**src/rtl/dcr_pkg.sv**
```systemverilog
package dcr_pkg;

   // number of audio channels handled by one instance
   localparam int unsigned DCR_CH        = 2;
   // per channel: {enable, freeze}
   localparam int unsigned DCR_MODE_W    = 2 * DCR_CH;
   // position of the mode nibble inside the 8-bit control word
   localparam int unsigned DCR_CTRL_W    = 8;
   localparam int unsigned DCR_MODE_LSB  = 4;
   // reset value of the mode nibble: {B en, B frz, A en, A frz}
   localparam logic [DCR_MODE_W-1:0] DCR_MODE_RST = 4'b1010;

   typedef struct packed {
      logic track_en;
      logic hold;
   } dcr_mode_t;

endpackage

```
**src/rtl/dcr_ctrl_reg.sv**
```systemverilog
module dcr_ctrl_reg #(
   parameter int unsigned   W   = 4,
   parameter logic [W-1:0]  RST = '0
) (
   input  logic         clk,
   input  logic         rst_n,
   input  logic         wr,
   input  logic [W-1:0] d,
   output logic [W-1:0] q
);

   if (W < 1) begin : g_bad_w
      $error("dcr_ctrl_reg: W must be at least 1");
   end

   always_ff @(posedge clk or negedge rst_n) begin
      if (!rst_n)  q <= RST;
      else if (wr) q <= d;
   end

   // the word only moves on a write
   p_ctrl_hold_r11: assert property (@(posedge clk) disable iff (!rst_n)
      !wr |=> $stable(q));
   p_ctrl_load_r11: assert property (@(posedge clk) disable iff (!rst_n)
      wr |=> (q == $past(d)));

endmodule

```
**src/rtl/dcr_tracker.sv**
```systemverilog
module dcr_tracker #(
   parameter int unsigned SW   = 24,
   parameter int unsigned K    = 12,
   parameter int unsigned FRAC = 12
) (
   input  logic                 clk,
   input  logic                 rst_n,
   input  logic                 en,
   input  logic                 frz,
   input  logic                 vld,
   input  logic signed [SW-1:0] x,
   output logic signed [SW-1:0] est_int
);

   localparam int unsigned EW = SW + FRAC;

   if (SW < 2) begin : g_bad_sw
      $error("dcr_tracker: SW must be at least 2");
   end
   if (K < 1) begin : g_bad_k
      $error("dcr_tracker: K must be at least 1");
   end

   logic signed [EW-1:0] est_q;
   logic signed [EW-1:0] est_d;
   logic signed [EW:0]   x_ext;
   logic signed [EW:0]   est_ext;
   logic signed [EW:0]   gap;

   always_comb begin
      x_ext   = (EW+1)'(x) <<< FRAC;
      est_ext = (EW+1)'(est_q);
      gap     = x_ext - est_ext;
      est_d   = est_q;
      if (!en)
         est_d = '0;
      else if (vld && !frz)
         est_d = est_q + EW'(gap >>> K);
   end

   always_ff @(posedge clk or negedge rst_n) begin
      if (!rst_n) est_q <= '0;
      else        est_q <= est_d;
   end

   // integer part of the estimate: a plain slice or the whole word
   if (FRAC == 0) begin : g_no_frac
      assign est_int = est_q;
   end else begin : g_frac
      assign est_int = est_q[EW-1:FRAC];
   end

   // a frozen estimate does not move
   p_frozen_hold_r5: assert property (@(posedge clk) disable iff (!rst_n)
      (en && frz) |=> $stable(est_q));
   // no strobe, no learning
   p_idle_hold_r7: assert property (@(posedge clk) disable iff (!rst_n)
      (en && !vld) |=> $stable(est_q));
   // disabled channel forgets its offset
   p_clear_off_r10: assert property (@(posedge clk) disable iff (!rst_n)
      !en |=> (est_q == '0));
   // the estimate never moves away from the sample
   p_move_up_r4: assert property (@(posedge clk) disable iff (!rst_n)
      (en && !frz && vld && (x_ext >= est_ext)) |=> (est_q >= $past(est_q)));
   p_move_down_r4: assert property (@(posedge clk) disable iff (!rst_n)
      (en && !frz && vld && (x_ext <= est_ext)) |=> (est_q <= $past(est_q)));

endmodule

```
**src/rtl/dcr_trim_sub.sv**
```systemverilog
module dcr_trim_sub #(
   parameter int unsigned SW       = 24,
   parameter bit          SATURATE = 1'b1
) (
   input  logic                 clk,
   input  logic                 rst_n,
   input  logic                 en,
   input  logic                 vld,
   input  logic signed [SW-1:0] x,
   input  logic signed [SW-1:0] est_int,
   output logic signed [SW-1:0] y,
   output logic                 y_vld
);

   localparam logic signed [SW-1:0] PMAX = {1'b0, {(SW-1){1'b1}}};
   localparam logic signed [SW-1:0] PMIN = {1'b1, {(SW-1){1'b0}}};

   if (SW < 2) begin : g_bad_sw
      $error("dcr_trim_sub: SW must be at least 2");
   end

   logic signed [SW:0]   diff;
   logic signed [SW-1:0] trimmed;
   logic signed [SW-1:0] y_d;

   assign diff = (SW+1)'(x) - (SW+1)'(est_int);

   if (SATURATE) begin : g_sat
      always_comb begin
         if (diff[SW] != diff[SW-1]) trimmed = diff[SW] ? PMIN : PMAX;
         else                        trimmed = diff[SW-1:0];
      end

      // no sign flip when the true difference leaves the range
      p_no_wrap_pos_r9: assert property (@(posedge clk) disable iff (!rst_n)
         (vld && en && !x[SW-1] && est_int[SW-1]) |=> !y[SW-1]);
      p_no_wrap_neg_r9: assert property (@(posedge clk) disable iff (!rst_n)
         (vld && en && x[SW-1] && !est_int[SW-1]) |=> y[SW-1]);
   end else begin : g_wrap
      assign trimmed = diff[SW-1:0];
   end

   assign y_d = en ? trimmed : x;

   always_ff @(posedge clk or negedge rst_n) begin
      if (!rst_n) begin
         y     <= '0;
         y_vld <= 1'b0;
      end else begin
         y_vld <= vld;
         if (vld) y <= y_d;
      end
   end

   // bypass is bit-exact
   p_bypass_r1: assert property (@(posedge clk) disable iff (!rst_n)
      (vld && !en) |=> (y == $past(x)));
   // output strobe follows input strobe by one clock
   p_vld_rise_r7: assert property (@(posedge clk) disable iff (!rst_n)
      vld |=> y_vld);
   p_vld_quiet_r7: assert property (@(posedge clk) disable iff (!rst_n)
      !vld |=> !y_vld);

endmodule

```
**src/rtl/dcr_stereo.sv**
```systemverilog
module dcr_stereo #(
   parameter int unsigned SW       = 24,
   parameter int unsigned K        = 12,
   parameter int unsigned FRAC     = 12,
   parameter bit          SATURATE = 1'b1
) (
   input  logic                 clk,
   input  logic                 rst_n,
   input  logic                 ctrl_wr,
   input  logic [7:0]           ctrl_wdata,
   input  logic signed [SW-1:0] a_pcm,
   input  logic                 a_vld,
   input  logic signed [SW-1:0] b_pcm,
   input  logic                 b_vld,
   output logic signed [SW-1:0] a_out,
   output logic                 a_out_vld,
   output logic signed [SW-1:0] b_out,
   output logic                 b_out_vld
);
   import dcr_pkg::*;

   localparam int unsigned NCH = DCR_CH;

   if (DCR_MODE_LSB + DCR_MODE_W > DCR_CTRL_W) begin : g_bad_map
      $error("dcr_stereo: mode field does not fit in the control word");
   end

   logic [DCR_MODE_W-1:0] mode_q;

   dcr_ctrl_reg #(
      .W   (DCR_MODE_W),
      .RST (DCR_MODE_RST)
   ) i_ctrl (
      .clk   (clk),
      .rst_n (rst_n),
      .wr    (ctrl_wr),
      .d     (ctrl_wdata[DCR_MODE_LSB +: DCR_MODE_W]),
      .q     (mode_q)
   );

   logic signed [SW-1:0] pcm_in  [NCH];
   logic                 vld_in  [NCH];
   logic signed [SW-1:0] pcm_out [NCH];
   logic                 vld_out [NCH];

   assign pcm_in[0] = a_pcm;
   assign vld_in[0] = a_vld;
   assign pcm_in[1] = b_pcm;
   assign vld_in[1] = b_vld;

   for (genvar c = 0; c < NCH; c++) begin : g_ch
      dcr_mode_t            mode;
      logic signed [SW-1:0] est_int;

      assign mode.track_en = mode_q[2*c+1];
      assign mode.hold     = mode_q[2*c];

      dcr_tracker #(
         .SW   (SW),
         .K    (K),
         .FRAC (FRAC)
      ) i_track (
         .clk     (clk),
         .rst_n   (rst_n),
         .en      (mode.track_en),
         .frz     (mode.hold),
         .vld     (vld_in[c]),
         .x       (pcm_in[c]),
         .est_int (est_int)
      );

      dcr_trim_sub #(
         .SW       (SW),
         .SATURATE (SATURATE)
      ) i_sub (
         .clk     (clk),
         .rst_n   (rst_n),
         .en      (mode.track_en),
         .vld     (vld_in[c]),
         .x       (pcm_in[c]),
         .est_int (est_int),
         .y       (pcm_out[c]),
         .y_vld   (vld_out[c])
      );
   end

   assign a_out     = pcm_out[0];
   assign a_out_vld = vld_out[0];
   assign b_out     = pcm_out[1];
   assign b_out_vld = vld_out[1];

   // a write with an unchanged mode nibble leaves both channels' modes alone
   p_mode_keep_r8: assert property (@(posedge clk) disable iff (!rst_n)
      (ctrl_wr && (ctrl_wdata[DCR_MODE_LSB +: DCR_MODE_W] == mode_q)) |=> $stable(mode_q));

endmodule

```
**config.mk**
```make
export PLATFORM = sky130hd
export DESIGN_NAME = dcr_stereo
export DESIGN_NICKNAME = d
export VERILOG_FILES = /design/src/rtl/dcr_pkg.sv /design/src/rtl/dcr_ctrl_reg.sv /design/src/rtl/dcr_tracker.sv /design/src/rtl/dcr_trim_sub.sv /design/src/rtl/dcr_stereo.sv
export SDC_FILE = /design/constraint.sdc
export NUM_CORES = 1
export LEC_CHECK = 0
export ABC_AREA = 1
export BUFFER_PORTS_ARGS = -buffer_cell sky130_fd_sc_hd__buf_2
export CAP_MARGIN = 20
export CORE_MARGIN = 10
export CORE_UTILIZATION = 59
export CTS_BUF_LIST = sky130_fd_sc_hd__clkbuf_2 sky130_fd_sc_hd__clkbuf_4 sky130_fd_sc_hd__clkbuf_8
export DETAILED_ROUTE_END_ITERATION = 8
export PLACE_DENSITY = 0.85
export SYNTH_ARGS = -nofsm -noshare
export SYNTH_HDL_FRONTEND = slang
export SYNTH_SLANG_ARGS = --single-unit
```
**constraint.sdc**
```tcl
create_clock -name clk -period 5.6 [get_ports clk]
set_input_delay 0.28 -clock clk [delete_from_list [all_inputs] [get_ports clk]]
set_output_delay 0.28 -clock clk [all_outputs]
set_load 0.1 [all_outputs]
```
==> metrics.txt <==
First DRT Iteration DRCs 1416; fillcell total 2467; antenna violations before repair 0; CP top delay family compound AO/OA/AOI/OAI gates; number of inserted diodes 0; Data required, critical path 5960 ps; final net count 2775; minimum clock period 4650 ps; Yosys warning count 0; post-synthesis register bit count around 130; PortBufs between 100 and 150; endpoints failing hold 0; Worst VDD drop 240 uV; max_slew headroom 31.2%; Via Count 16500; worst-path cell chain ha_1 -> nand4_1 -> nor2_1 -> a21oi_1 -> o21ai_0 -> nand2_1 -> nand2_1 -> xor2_1 -> ha_1 -> nand2_1 -> nor2_1 -> nand2_1 -> o21ai_0 -> nand2_1 -> o21ai_0 -> nand2_1 -> nand2_1 -> o21ai_0; post-cts gate resize count 0; Max FO, Critical Path 5; CP startpoint kind flop; FP Rows 58; Die Ht around 180 um; post-synthesis xor/xnor area fraction 4.47%; Seq/Total Area, Yosys 21.2%; root buf cell clkbuf_8; part of the cycle the worst path needs 83.1%; Compound-Gate Fraction of Synth Area 15.2%; Syn Nets 2679; endpoints failing setup 0; clock-pin slew on the worst setup and hold paths 100 ps; Layout area overhead 8.43%; Vias/cell 5.64; Core Box Area 25000 sq um; Synth Area per Inst 6.00 sq um; DP Wirelength between 40 and 50 mm; GPL Wtd Cong 1.09; clock latency on the worst-skew pair 490 ps; share of post-route cells with drive strength above 1 8.45%; largest family of logic cells by synthesized area simple AND/OR/NAND/NOR gates; crit path DAT 5010 ps; DRT antenna net count 0; total gr overflow 0; pwr dens 401 nW/um^2; Worst Hold Class input pin to flop; synth unique cells 43; most frequent cells in the layout nand2_1 (816), inv_1 (321), nor2_1 (301); Mapped Cells 2482; Buf/Inv on CP 0; vias in the first global route 15700; CTS tree yes; final wirelength 53.6 mm; CTS sink cnt 126; Critical Path End Type flop; Slowest-stage cell, CP o21ai_0; design area about 16000 sq um; post-CTS setup buffers 0; Post-Synth Adder-Cell Area 11.6%; total track usage roughly a third; CP peak stage delay about 860 ps; leak pwr 8.70 nW; FF+latch area 3160 sq um; multi-input logic area 10300 sq um; global-route wire length before repair about 83 mm; Worst Setup Path Type flop to flop; RSZ-0062 raised after global routing no; post-synthesis simple-gate area fraction roughly 38%; DRT Pass-1 Iters 6; status completed; Initial Util 59.4%; DIE AREA 32000 sq um; DR WL/cell approximately 18 um; Max Root-Sink Buffers 2; number of buffers created by CTS 17; post-route DRC violation count 0; CP most frequent cell nand2_1; largest net degree at the start of global routing slightly above 80; mux share of post-synthesis cell area 0%; commonest non-fill, non-tap cell in the layout nand2_1; placed inst area between 15000 and 20000 sq um; Setup TNS 0 ps; Final Max Slew Viols 0; CTS H-tree lvls 4; worst clock skew 27.0 ps; max cap viols 0; actual slew at the worst max-slew pin 1020 ps; I/O pin total 111; chip width 179 um; post-synthesis cell area 14900 sq um; achievable clock frequency 215 MHz
[final timing paths]
check	start	to	slack [ps]	cells past startpoint
setup / recovery	g_ch[0].i_track.est_q[12]$_DFFE_PN0P_	g_ch[0].i_track.est_q[22]$_DFFE_PN0P_	950	18
hold / removal	ctrl_wdata[5]	i_ctrl.q[1]$_DFFE_PN1P_	20	3
setup reg to reg	g_ch[0].i_track.est_q[12]$_DFFE_PN0P_	g_ch[0].i_track.est_q[22]$_DFFE_PN0P_	950	18
hold reg to reg	g_ch[0].i_sub.y[16]$_DFFE_PN0P_	g_ch[0].i_sub.y[16]$_DFFE_PN0P_	480	2
max in group asynchronous	rst_n	i_ctrl.q[3]$_DFFE_PN1P_	4100	4
min in group asynchronous	rst_n	g_ch[0].i_track.est_q[1]$_DFFE_PN0P_	330	2
[report_power, final]
part / internal [W] / total, W / switching (W)
clock network: 0.000456 / 0.000945 / 0.000489
logic: 0.00118 / 0.00432 / 0.00313
registers: 0.00107 / 0.00121 / 0.000137
[synth_stat cells, drive strengths merged]
cell	count	area [sq um]
a211oi	2	15.0
a21boi	4	30.0
a21o	5	37.5
a21oi	185	952
a31o	1	8.76
a31oi	5	31.3
and2	6	37.5
and3	2	12.5
buf	15	139
clkbuf	25	93.8
clkinv	2	7.51
dfrtp	124	3100
dfstp	2	52.6
fa	4	80.1
ha	132	1650
inv	324	1220
nand2	862	3380
nand3	125	636
nand4	31	194
nor2	315	1260
nor3	14	70.1
nor4	4	25.0
o211ai	1	7.51
o21a	10	75.1
o21ai	167	836
o21bai	20	150
o22ai	16	100
o31ai	3	22.5
xnor2	16	140
xor2	60	526
[sequential cells by signal (all words and copies together) (netlist names)]
register,cells
g_ch.i_sub.y,48
g_ch.i_sub.y_vld,2
g_ch.i_track.est_q,72
i_ctrl.q,4
[metrics by stage]
| step | total power, W | setup WS [ps] | cells | hold slack, ps | util [%] |
|---|---|---|---|---|---|
| 3_3_place_gp | 0.00537 | 1270 | 2885 | 321 | 62.5 |
| 4_1_cts | 0.00638 | 1200 | 2920 | 12.7 | 64.3 |
| 6_report | 0.00647 | 945 | 2921 | 18.0 | 64.5 |
| 3_5_place_dp | 0.00544 | 1240 | 2885 | 329 | 62.5 |
| 2_1_floorplan | 0.00439 | 2310 | 2482 | -15.6 | - |
| 5_1_grt | 0.00693 | 490 | 2921 | 32.0 | 64.5 |
[cell families (layout without fill, tap and decap cells)]
family | after synthesis | in the layout
flops | 126 | 126
compound gates | 419 | 419
simple gates | 1359 | 1359
xor+xnor | 76 | 76
buf+inv | 366 | 475
fa+ha+maj | 136 | 136
[worst min-delay path, stage by stage]
cell	delay (ps)
buf_2	80
nand2_1	40
o21ai_0	70
[routing by layer]
layer  wire, um  part of all wire, %  global-route usage [%]  vias up
met4       4120                  7.7                    23.1        0
li1           -                    -                       -     8138
met5          0                    0                       0        -
met1      21100                   39                    37.7     7464
met3       3150                  5.9                    3.90      175
met2      25200                   47                    56.5      690
[area by class of cell]
cell class,instances,area share (%)
well taps,330,2.56
flip-flops and latches,126,19.6
repair buffers,117,3.99
clock buffers,17,1.45
inverters,326,7.58
multi-input cells,1990,63.6
clock inverters,15,1.23
[what timing repair did]
action / 4_1_cts / 5_1_grt
endpoints found under the hold margin: 47 / 0
hold buffers: 3 / 0
endpoints found under the setup margin: 0 / 0
(Power assumes the default switching activity.)
